<file path="src/rtl/cfgd_pkg.sv">
package cfgd_pkg;

    localparam logic [15:0] SEL_PORT_BASE = 16'h0CF8;
    localparam logic [15:0] DAT_PORT_BASE = 16'h0CFC;
    localparam int          HDR_BYTES     = 64;
    localparam logic [7:0]  BAR_FIRST     = 8'h10;
    localparam logic [7:0]  BAR_LAST      = 8'h26;

    typedef struct packed {
        logic        rd_valid;
        logic [31:0] rdata;
        logic        err;
        logic        bar;
        logic [4:0]  bar_idx;
        logic [31:0] bar_val;
    } cfgd_resp_t;

    // Length/offset legality shared by both windows.
    function automatic logic lane_ok(input logic [2:0] len, input logic [1:0] off);
        case (len)
            3'd4:    return off == 2'd0;
            3'd2:    return off != 2'd3;
            3'd1:    return 1'b1;
            default: return 1'b0;
        endcase
    endfunction

    function automatic logic [3:0] len_be(input logic [2:0] len);
        case (len)
            3'd1:    return 4'b0001;
            3'd2:    return 4'b0011;
            3'd4:    return 4'b1111;
            default: return 4'b0000;
        endcase
    endfunction

    function automatic logic [31:0] be_to_mask(input logic [3:0] be);
        logic [31:0] m;
        for (int i = 0; i < 4; i++) m[8*i +: 8] = {8{be[i]}};
        return m;
    endfunction

    // Reset image of the built-in host bridge header.
    function automatic logic [7:0] bridge_byte(input int idx);
        case (idx)
            0:       return 8'h86;
            1:       return 8'h80;
            2:       return 8'h37;
            3:       return 8'h12;
            8:       return 8'h02;
            11:      return 8'h06;
            default: return 8'h00;
        endcase
    endfunction

endpackage

</file>
<file path="src/rtl/cfgd_sel_reg.sv">
module cfgd_sel_reg (
    input  logic        clk,
    input  logic        rst,
    input  logic        wr_en,
    input  logic [3:0]  wr_be,
    input  logic [31:0] wr_data,
    output logic [31:0] sel_q
);
    import cfgd_pkg::*;

    logic [31:0] mask;
    assign mask = be_to_mask(wr_be);

    always_ff @(posedge clk) begin
        if (rst)
            sel_q <= '0;
        else if (wr_en)
            sel_q <= (sel_q & ~mask) | (wr_data & mask);
    end
endmodule

</file>
<file path="src/rtl/cfgd_slot_store.sv">
module cfgd_slot_store #(
    parameter bit HOST_BRIDGE = 1'b0,
    parameter int EXT_BYTES   = 64
) (
    input  logic        clk,
    input  logic        rst,
    input  logic        wr_en,
    input  logic [7:0]  reg_num,
    input  logic [3:0]  wr_be,
    input  logic [31:0] wr_data,
    output logic [31:0] rd_dword
);
    import cfgd_pkg::*;

    localparam int EXT_AW = $clog2(EXT_BYTES);

    logic [7:0] hdr [HDR_BYTES];
    logic [7:0] ext [EXT_BYTES];

    logic              in_hdr;
    logic [7:0]        ext_base;
    logic [EXT_AW-1:0] ext_idx [4];
    logic [5:0]        hdr_idx [4];

    assign in_hdr   = (reg_num[7:6] == 2'b00);
    assign ext_base = {reg_num[7:2], 2'b00} - 8'd64;

    always_comb begin
        for (int i = 0; i < 4; i++) begin
            logic [7:0] e;
            e          = ext_base + 8'(i);
            ext_idx[i] = e[EXT_AW-1:0];
            hdr_idx[i] = {reg_num[5:2], 2'(i)};
            rd_dword[8*i +: 8] = in_hdr ? hdr[hdr_idx[i]] : ext[ext_idx[i]];
        end
    end

    always_ff @(posedge clk) begin
        if (rst) begin
            for (int k = 0; k < HDR_BYTES; k++)
                hdr[k] <= HOST_BRIDGE ? bridge_byte(k) : 8'h00;
            for (int k = 0; k < EXT_BYTES; k++)
                ext[k] <= 8'h00;
        end else if (wr_en) begin
            for (int i = 0; i < 4; i++) begin
                if (wr_be[i]) begin
                    if (in_hdr) hdr[hdr_idx[i]] <= wr_data[8*i +: 8];
                    else        ext[ext_idx[i]] <= wr_data[8*i +: 8];
                end
            end
        end
    end
endmodule

</file>
<file path="src/rtl/cfg_access_decoder.sv">
module cfg_access_decoder #(
    parameter int                   NUM_SLOTS = 4,
    parameter logic [NUM_SLOTS-1:0] SLOT_MASK = 4'b0011,
    parameter int                   EXT_BYTES = 64
) (
    input  logic        clk,
    input  logic        rst,
    input  logic        io_valid,
    input  logic        io_write,
    input  logic [15:0] io_port,
    input  logic [2:0]  io_len,
    input  logic [31:0] io_wdata,
    output logic        rd_valid,
    output logic [31:0] rd_data,
    output logic        acc_err,
    output logic        bar_upd,
    output logic [4:0]  bar_idx,
    output logic [31:0] bar_val
);
    import cfgd_pkg::*;

    localparam int REG_LIMIT = HDR_BYTES + EXT_BYTES;

    logic [31:0] addr_q;
    logic        hit_sel, hit_dat;
    logic [1:0]  port_off;
    logic [7:0]  reg_num;
    logic [4:0]  dev_num;
    logic [7:0]  bus_num;
    logic        present;
    logic        sel_ok, dat_ok, bar_hit;
    logic [3:0]  sel_be, dat_be;
    logic [31:0] sel_wdata, dat_wdata, dat_mask;
    logic [31:0] slot_dw [NUM_SLOTS];
    logic [31:0] cur_dw;
    logic [NUM_SLOTS-1:0] slot_wr;
    cfgd_resp_t  resp_d, resp_q;
    logic        unused_sel_bits;

    assign unused_sel_bits = ^{addr_q[31:24], addr_q[10:8]};

    assign hit_sel  = io_valid && (io_port[15:2] == SEL_PORT_BASE[15:2]);
    assign hit_dat  = io_valid && (io_port[15:2] == DAT_PORT_BASE[15:2]);
    assign port_off = io_port[1:0];
    assign reg_num  = addr_q[7:0];
    assign dev_num  = addr_q[15:11];
    assign bus_num  = addr_q[23:16];

    // Slot presence and per-slot read mux.
    always_comb begin
        present = 1'b0;
        cur_dw  = '0;
        for (int s = 0; s < NUM_SLOTS; s++) begin
            if (dev_num == 5'(s)) begin
                present = SLOT_MASK[s];
                cur_dw  = slot_dw[s];
            end
        end
    end

    assign sel_ok = lane_ok(io_len, port_off);
    assign dat_ok = (port_off == 2'd0) && lane_ok(io_len, reg_num[1:0])
                 && (bus_num == 8'd0) && present && (int'(reg_num) < REG_LIMIT);

    assign sel_be    = len_be(io_len) << port_off;
    assign sel_wdata = io_wdata << {port_off, 3'b000};
    assign dat_be    = len_be(io_len) << reg_num[1:0];
    assign dat_wdata = io_wdata << {reg_num[1:0], 3'b000};
    assign dat_mask  = be_to_mask(dat_be);

    assign bar_hit = hit_dat && io_write && dat_ok
                  && (reg_num >= BAR_FIRST) && (reg_num <= BAR_LAST);

    cfgd_sel_reg u_sel (
        .clk     (clk),
        .rst     (rst),
        .wr_en   (hit_sel && io_write && sel_ok),
        .wr_be   (sel_be),
        .wr_data (sel_wdata),
        .sel_q   (addr_q)
    );

    for (genvar s = 0; s < NUM_SLOTS; s++) begin : g_slot
        assign slot_wr[s] = hit_dat && io_write && dat_ok && (dev_num == 5'(s));
        if (SLOT_MASK[s]) begin : g_on
            cfgd_slot_store #(
                .HOST_BRIDGE (s == 0),
                .EXT_BYTES   (EXT_BYTES)
            ) u_store (
                .clk      (clk),
                .rst      (rst),
                .wr_en    (slot_wr[s]),
                .reg_num  (reg_num),
                .wr_be    (dat_be),
                .wr_data  (dat_wdata),
                .rd_dword (slot_dw[s])
            );
        end else begin : g_off
            assign slot_dw[s] = '0;
        end
    end

    always_comb begin
        resp_d          = '0;
        resp_d.rd_valid = (hit_sel || hit_dat) && !io_write;
        if (hit_sel)      resp_d.err = !sel_ok;
        else if (hit_dat) resp_d.err = !dat_ok;
        if (resp_d.rd_valid) begin
            if (resp_d.err)
                resp_d.rdata = '1;
            else if (hit_sel)
                resp_d.rdata = (addr_q >> {port_off, 3'b000}) & be_to_mask(len_be(io_len));
            else
                resp_d.rdata = (cur_dw >> {reg_num[1:0], 3'b000}) & be_to_mask(len_be(io_len));
        end
        resp_d.bar     = bar_hit;
        resp_d.bar_idx = bar_hit ? 5'({reg_num[7:2], 2'b00} - BAR_FIRST) : 5'd0;
        resp_d.bar_val = bar_hit ? ((cur_dw & ~dat_mask) | (dat_wdata & dat_mask)) : '0;
    end

    always_ff @(posedge clk) begin
        if (rst) resp_q <= '0;
        else     resp_q <= resp_d;
    end

    assign rd_valid = resp_q.rd_valid;
    assign rd_data  = resp_q.rdata;
    assign acc_err  = resp_q.err;
    assign bar_upd  = resp_q.bar;
    assign bar_idx  = resp_q.bar_idx;
    assign bar_val  = resp_q.bar_val;
endmodule

</file>
<file path="config.mk">
export PLATFORM = sky130hd
export DESIGN_NAME = cfg_access_decoder
export DESIGN_NICKNAME = d
export VERILOG_FILES = /design/src/rtl/cfgd_pkg.sv /design/src/rtl/cfgd_sel_reg.sv /design/src/rtl/cfgd_slot_store.sv /design/src/rtl/cfg_access_decoder.sv
export SDC_FILE = /design/constraint.sdc
export NUM_CORES = 2
export LEC_CHECK = 0
export BUFFER_PORTS_ARGS = -buffer_cell sky130_fd_sc_hd__buf_2
export CORE_MARGIN = 2
export CORE_UTILIZATION = 37
export CTS_CLUSTER_DIAMETER = 40
export DETAILED_ROUTE_END_ITERATION = 8
export PLACE_DENSITY = 0.55
export SLEW_MARGIN = 0
export SYNTH_ARGS = -nofsm -noshare
export SYNTH_HDL_FRONTEND = slang
export SYNTH_SLANG_ARGS = --single-unit
</file>
<file path="constraint.sdc">
create_clock -name clk -period 6.2 [get_ports clk]
set_clock_uncertainty 0.2 [all_clocks]
set_input_delay 0.62 -clock clk [delete_from_list [all_inputs] [get_ports clk]]
set_output_delay 0.62 -clock clk [all_outputs]
set_load 0.02 [all_outputs]
</file>
Word level (Yosys, flattened, before mapping)
Memory sizes are Yosys's and may differ from the RTL's. A register that Yosys moved wholly into a read port is not among the register bits.
Index checks and enable logic that the tools add are counted.
{"block": "word_totals", "out_inout_bits": 72, "word_cells": 249, "mem_count": 4, "ff_bits": 104, "in_bits": 55, "ram_bits": 2048}
{"block": "op_classes", "n_bitwise": 12, "order_cmp": 3, "add_sub_neg": 5, "n_eq_ne": 10, "n_mux": 160, "shifts": 6, "reduce_logical": 42}
{"name": "g_slot[0].g_on.u_store.ext", "depth": 64, "word_bits": 8, "rd": 4, "rd_clocked_by_memory_dff": 0, "wr": 64, "line": "cfgd_slot_store.sv:18", "rtl": "logic [7:0] ext [EXT_BYTES];"}
{"name": "g_slot[0].g_on.u_store.hdr", "depth": 64, "word_bits": 8, "rd": 4, "rd_clocked_by_memory_dff": 4, "wr": 64, "line": "cfgd_slot_store.sv:17", "rtl": "logic [7:0] hdr [HDR_BYTES];"}
{"name": "g_slot[1].g_on.u_store.ext", "depth": 64, "word_bits": 8, "rd": 4, "rd_clocked_by_memory_dff": 0, "wr": 64, "line": "cfgd_slot_store.sv:18"}
{"name": "g_slot[1].g_on.u_store.hdr", "depth": 64, "word_bits": 8, "rd": 4, "rd_clocked_by_memory_dff": 4, "wr": 64, "line": "cfgd_slot_store.sv:17"}
{"cell": "$mux W8", "count": 31}
{"cell": "$and A32 B32 Y32", "count": 6}
{"cell": "$mux W32", "count": 6}
{"cell": "$mux W6", "count": 32}
{"cell": "$reduce_or A8 Y1", "count": 16}
{"cell": "$mux W1", "count": 82}
{"cell": "$not A32 Y32", "count": 2}
{"cell": "$or A32 B32 Y32", "count": 2}
{"cell": "$shl A32 B5 Y32", "count": 2}
{"cell": "$shr A32 B5 Y32", "count": 2}
{"cell": "$eq A14 B10 Y1 const B", "count": 2}
{"cell": "$mux W4", "count": 6}
{"cell": "$logic_and A1 B1 Y1", "count": 15}
{"cell": "$add A6 B2 Y6 const B", "count": 2}
{"cell": "$pmux W4 S3", "count": 1}
{"cell": "$eq A5 B2 Y1 const B", "count": 2}
{"cell": "$ge A8 B5 Y1 const B", "count": 1}
{"cell": "$le A8 B6 Y1 const B", "count": 1}
{"cell": "$logic_not A8 Y1", "count": 1}
{"cell": "$lt A8 B8 Y1 const B", "count": 1}
{"cell": "$shl A4 B2 Y4", "count": 2}
{"cell": "$add A6 B1 Y6 const B", "count": 1}
{"cell": "$logic_not A2 Y1", "count": 3}
{"cell": "$pmux W1 S3", "count": 2}
{"cell": "12 further kinds", "count": 17}

Depth between registers and ports, before layout
{"block": "depth", "word_depth": 15, "depth_mapped": 14, "mapped_depth_nobuf": 8}

Modules after synthesis
From an unflattened synthesis, not the netlist that was laid out.
{"block": "hier_totals", "cells_unflattened": 7299, "area_unflattened_um2": 102044.1}
{"module": "cfgd_slot_store (g_slot[0].g_on.u_store)", "area_per_inst_um2": 47374.2, "instances": 1, "seq_area_each_um2": 30749.5, "cells_each": 3226}
{"module": "cfgd_slot_store (g_slot[1].g_on.u_store)", "area_per_inst_um2": 47345.4, "instances": 1, "seq_area_each_um2": 30749.5, "cells_each": 3221}
{"module": "cfg_access_decoder", "area_per_inst_um2": 5765.5, "instances": 1, "seq_area_each_um2": 1401.3, "cells_each": 706}
{"module": "cfgd_sel_reg", "area_per_inst_um2": 1559.0, "instances": 1, "seq_area_each_um2": 640.6, "cells_each": 146}

Worst setup path before layout
OpenSTA, ideal clock, no wires.
{"block": "synth_timing", "kind": "input to register", "from": "input io_len[1]", "to": "memory g_slot[1].g_on.u_store.hdr[25][0], enable pin", "setup_time_ns": 0.375, "path_stages": 11, "n_path_buf": 3, "arrival_time_ns": 3.001, "setup_slack_ns": 2.625, "required_time_ns": 5.625, "path_cell_list": "buf_2 nor3b_4 a21oi_1 nor4_1 nand4_1 or2_4 nor2_4 nand2_2 buf_6 buf_2 o21bai_1"}
{"item": "start: declaration", "line": "cfg_access_decoder.sv:11", "rtl": "input logic [2:0] io_len,"}
{"item": "end: declaration", "line": "cfgd_slot_store.sv:17"}

==> impl_metrics.json <==
{
  "cts-htree-levels": 5,
  "status": "complete, no violations",
  "design_power_total_uw": 37000,
  "min-delay-start": "io_wdata[17]",
  "route.detailed.drc": 0,
  "ys_seq_area_share_pct": 65.0,
  "reg2reg_depth": 8,
  "synth_edf_count": 2048,
  "final_common_cell": "sky130_fd_sc_hd__edfxtp_1",
  "synth.distinct_cells": 78,
  "io_pins": 127,
  "setup_violations": 0,
  "r2r_end": "g_slot[1].g_on.u_store.ext[29][6]",
  "fp.dieW_um": 519,
  "placement.io_buffers": 124,
  "number_of_flip_flops_and_latches_in_the_synthesized_netlist": 2154,
  "drt-wirelength-per-cell_um": 34.0,
  "synth_top_flop_cell": "sky130_fd_sc_hd__edfxtp_1",
  "final-max-slew-violation-count": 0,
  "via_per_inst": 6.11,
  "worstSkewPairLatency_ps": 950,
  "tritoncts_clock_tree": "built",
  "critical_path_cell_by_cell": "nor4_2, nand3_1, nor4_1, nand4_1, nor3_2, nand2_4, buf_4, o21bai_1",
  "worst-slew-pin-transition_ps": 1440,
  "antenna_left": 0,
  "wire_length_of_the_first_global_routing_pass_um": 532000,
  "worstPathMaxFanout": 53,
  "postSynthAreaPerCell_um2": 13.1,
  "postRouteWirelength_um": 387000,
  "worst_path_dominant_cell_family": "simple AND/OR/NAND/NOR gates",
  "p_per_area_nw_per_um2": 323,
  "achievable-frequency_mhz": 180,
  "start_util_pct": 37.3,
  "fillers": 23811,
  "critical_path.startpoint_type": "flip-flop",
  "global_route.usage.met2_pct": 42.4,
  "grt_use_met1_pct": 37.7,
  "dr_total_vias": 69476,
  "post_route_cells_drive_above_1_share_pct": 20.1,
  "most-common-layout-cells": "2,048 x sky130_fd_sc_hd__edfxtp_1, 1,646 x sky130_fd_sc_hd__nor2_1, 547 x sky130_fd_sc_hd__nor3_1, 501 x sky130_fd_sc_hd__nand2_1, 395 x sky130_fd_sc_hd__mux4_2",
  "non_filler_instance_count_after_layout": 11363,
  "cts_buffers": 332,
  "path_class": "flip-flop to flip-flop",
  "grt.busiest_layer": "met2",
  "grt_setup_unrepaired": "false",
  "synth.yosys.warnings": 0,
  "critPathMaxStageDelay_ps": 950,
  "clock-sinks": 2154,
  "peakVddDrop_uv": 311,
  "setup.reg_to_reg.worst_slack_ps": 640,
  "cp.arrival_ps": 5950,
  "placed_cells": 10740,
  "pin_count_of_the_biggest_net_entering_global_routing": 104,
  "antenna_violations_before_repair": 26,
  "worst_path_max_delay_cell": "sky130_fd_sc_hd__nor3_2",
  "clockBufferDepth": 4,
  "cp.buffers_inverters": 1,
  "initialDrtViolationCount": 11911,
  "worst_hold_path.num_cells": 5,
  "setup_tns_ps": 0,
  "num-nets-final": 7635,
  "clk_transition_reported_paths_ps": 60,
  "count_of_max_cap_constraint_violations": 0,
  "place_hpwl_um": 271000,
  "worstHoldPathType": "input port to flip-flop",
  "initial_drt_pass_iterations": 8,
  "grtUsageMet3_pct": 6.66,
  "area_of_the_mapped_netlist_um2": 97900,
  "coreArea_um2": 263000,
  "endpoint_kind": "flip-flop",
  "cell_rows": 188,
  "final_hold_viol_count": 0,
  "height_of_the_die_um": 519,
  "slew-limit-headroom_pct": 3.00,
  "area_growth_syn_to_layout_pct": 17.0,
  "gp_routability_congestion": 1.01,
  "number_of_global_route_vias_before_repair": 66637,
  "root_buffer": "sky130_fd_sc_hd__clkbuf_16",
  "crit_required_ps": 6580,
  "final_worst_path_period_share_pct": 89.7,
  "gr-usage-all-layers_pct": 28.1,
  "overflow": 0,
  "async_set_reset_flop_share_out_of_synthesis_pct": 0,
  "dieArea_um2": 269000,
  "finalCriticalPeriod_ps": 5560,
  "power.static_leakage_uw": 0.0348,
  "syn-instance-count": 7471
}
[tightest hold or removal path: stages]
cell and delay (ps):
sky130_fd_sc_hd__buf_2 170, sky130_fd_sc_hd__mux2i_1 210, sky130_fd_sc_hd__nor2_1 70, sky130_fd_sc_hd__a21oi_1 120
sky130_fd_sc_hd__a311oi_1 90
[stage by stage]
step / setup WS, ps / cell area, µm² / util, % / hold WS (ps)
final: 636 / 115000 / 43.6 / 179
after global routing: 560 / 115000 / 43.6 / 164
after CTS: 952 / 115000 / 43.6 / 120
after detailed placement: 757 / 103000 / 39.3 / 319
after global placement: 724 / 103000 / 39.3 / 306
after floorplan: 2620 / 98000 / - / 292
[flip-flops by register name, indices dropped and copies added (netlist names), named ones only]
signal                   count
acc_err                      1
bar_idx                      3
bar_upd                      1
bar_val                     32
g_slot.g_on.u_store.ext   1024
g_slot.g_on.u_store.hdr   1024
rd_data                     32
rd_valid                     1
u_sel.sel_q                  4
[kinds of logic after synthesis]
group | Yosys count | synth area share (%)
simple gates | 2962 | 12.6
flops | 2154 | 65.0
compound gates | 870 | 6.34
mux | 741 | 12.7
buf+inv | 741 | 3.37
xor+xnor | 2 | 0.0179
other cells | 1 | 0.00383
[area by class of cell]
| cell class | count | area, µm² | area share, % |
|---|---|---|---|
| clock inverter | 224 | 2550 | 2.23 |
| tap | 3515 | 4400 | 3.84 |
| clock buffer | 368 | 8580 | 7.49 |
| inverter | 9 | 33.8 | 0.0295 |
| timing repair buffer | 506 | 3780 | 3.30 |
| antenna | 10 | 25.0 | 0.0218 |
| sequential | 2154 | 63600 | 55.6 |
| multi-input combinational | 4577 | 31500 | 27.5 |
[how the worst max path moves through the flow]
stage                                                   end   startpoint  slack, ps  cells past startpoint
after floorplan           g_slot[1].g_on.u_store.hdr[25][0]    io_len[1]       2620                     11
after global placement    g_slot[1].g_on.u_store.ext[21][3]  io_port[13]        720                      9
after detailed placement  g_slot[1].g_on.u_store.ext[21][1]  io_port[13]        760                      9
after CTS                 g_slot[1].g_on.u_store.ext[21][5]    flip-flop        950                      8
after global routing      g_slot[1].g_on.u_store.ext[17][7]    flip-flop        560                      8
final                     g_slot[1].g_on.u_store.ext[29][6]    flip-flop        640                      8
[power by group]
group          switching, µW  internal (µW)
sequential               244          16500
clock                   7260          11700
combinational            896            390
[timing repair]
item                      4_1_cts  5_1_grt
gates resized for setup         0        0
buffers inserted                0        0
hold endpoints to repair       42        0
hold buffers                   21        0
[per-layer routing]
metal,wire length (µm),part of all wire (%)
met3,44700,12
met1,147000,38
met5,53,0.014
met2,172000,45
met4,22600,5.8
[synthesized netlist by cell type (8+ instances only)]
cell / instances / area [µm²]
sky130_fd_sc_hd__nand2_1: 531 / 1990
sky130_fd_sc_hd__nor2b_1: 49 / 307
sky130_fd_sc_hd__o22ai_1: 60 / 375
sky130_fd_sc_hd__or3_1: 19 / 119
sky130_fd_sc_hd__and2_1: 21 / 131
sky130_fd_sc_hd__a21oi_1: 120 / 601
sky130_fd_sc_hd__o21ai_1: 9 / 45.0
sky130_fd_sc_hd__buf_6: 17 / 191
sky130_fd_sc_hd__a22oi_1: 105 / 788
sky130_fd_sc_hd__nor4_1: 12 / 75.1
sky130_fd_sc_hd__nand3b_1: 9 / 67.6
sky130_fd_sc_hd__edfxtp_1: 2048 / 61500
sky130_fd_sc_hd__and3_1: 8 / 50.1
sky130_fd_sc_hd__a221oi_1: 47 / 412
sky130_fd_sc_hd__a31oi_1: 22 / 138
sky130_fd_sc_hd__o211ai_1: 30 / 225
sky130_fd_sc_hd__o221ai_1: 26 / 228
sky130_fd_sc_hd__o21bai_1: 259 / 1940
sky130_fd_sc_hd__nor2_1: 1662 / 6240
sky130_fd_sc_hd__a311oi_1: 17 / 149
sky130_fd_sc_hd__buf_2: 140 / 701
sky130_fd_sc_hd__nor3_1: 553 / 2770
sky130_fd_sc_hd__o21ai_0: 49 / 245
sky130_fd_sc_hd__nand3_1: 46 / 230
sky130_fd_sc_hd__nand2b_1: 15 / 93.8
sky130_fd_sc_hd__mux2_2: 41 / 462
sky130_fd_sc_hd__a211oi_1: 36 / 270
sky130_fd_sc_hd__mux4_2: 395 / 8900
sky130_fd_sc_hd__mux2i_1: 305 / 3050
sky130_fd_sc_hd__buf_4: 57 / 428
sky130_fd_sc_hd__buf_1: 89 / 334
sky130_fd_sc_hd__a22o_1: 24 / 210
sky130_fd_sc_hd__clkbuf_1: 428 / 1610
sky130_fd_sc_hd__dfxtp_1: 106 / 2120
Power figures use the tool's default switching activity.
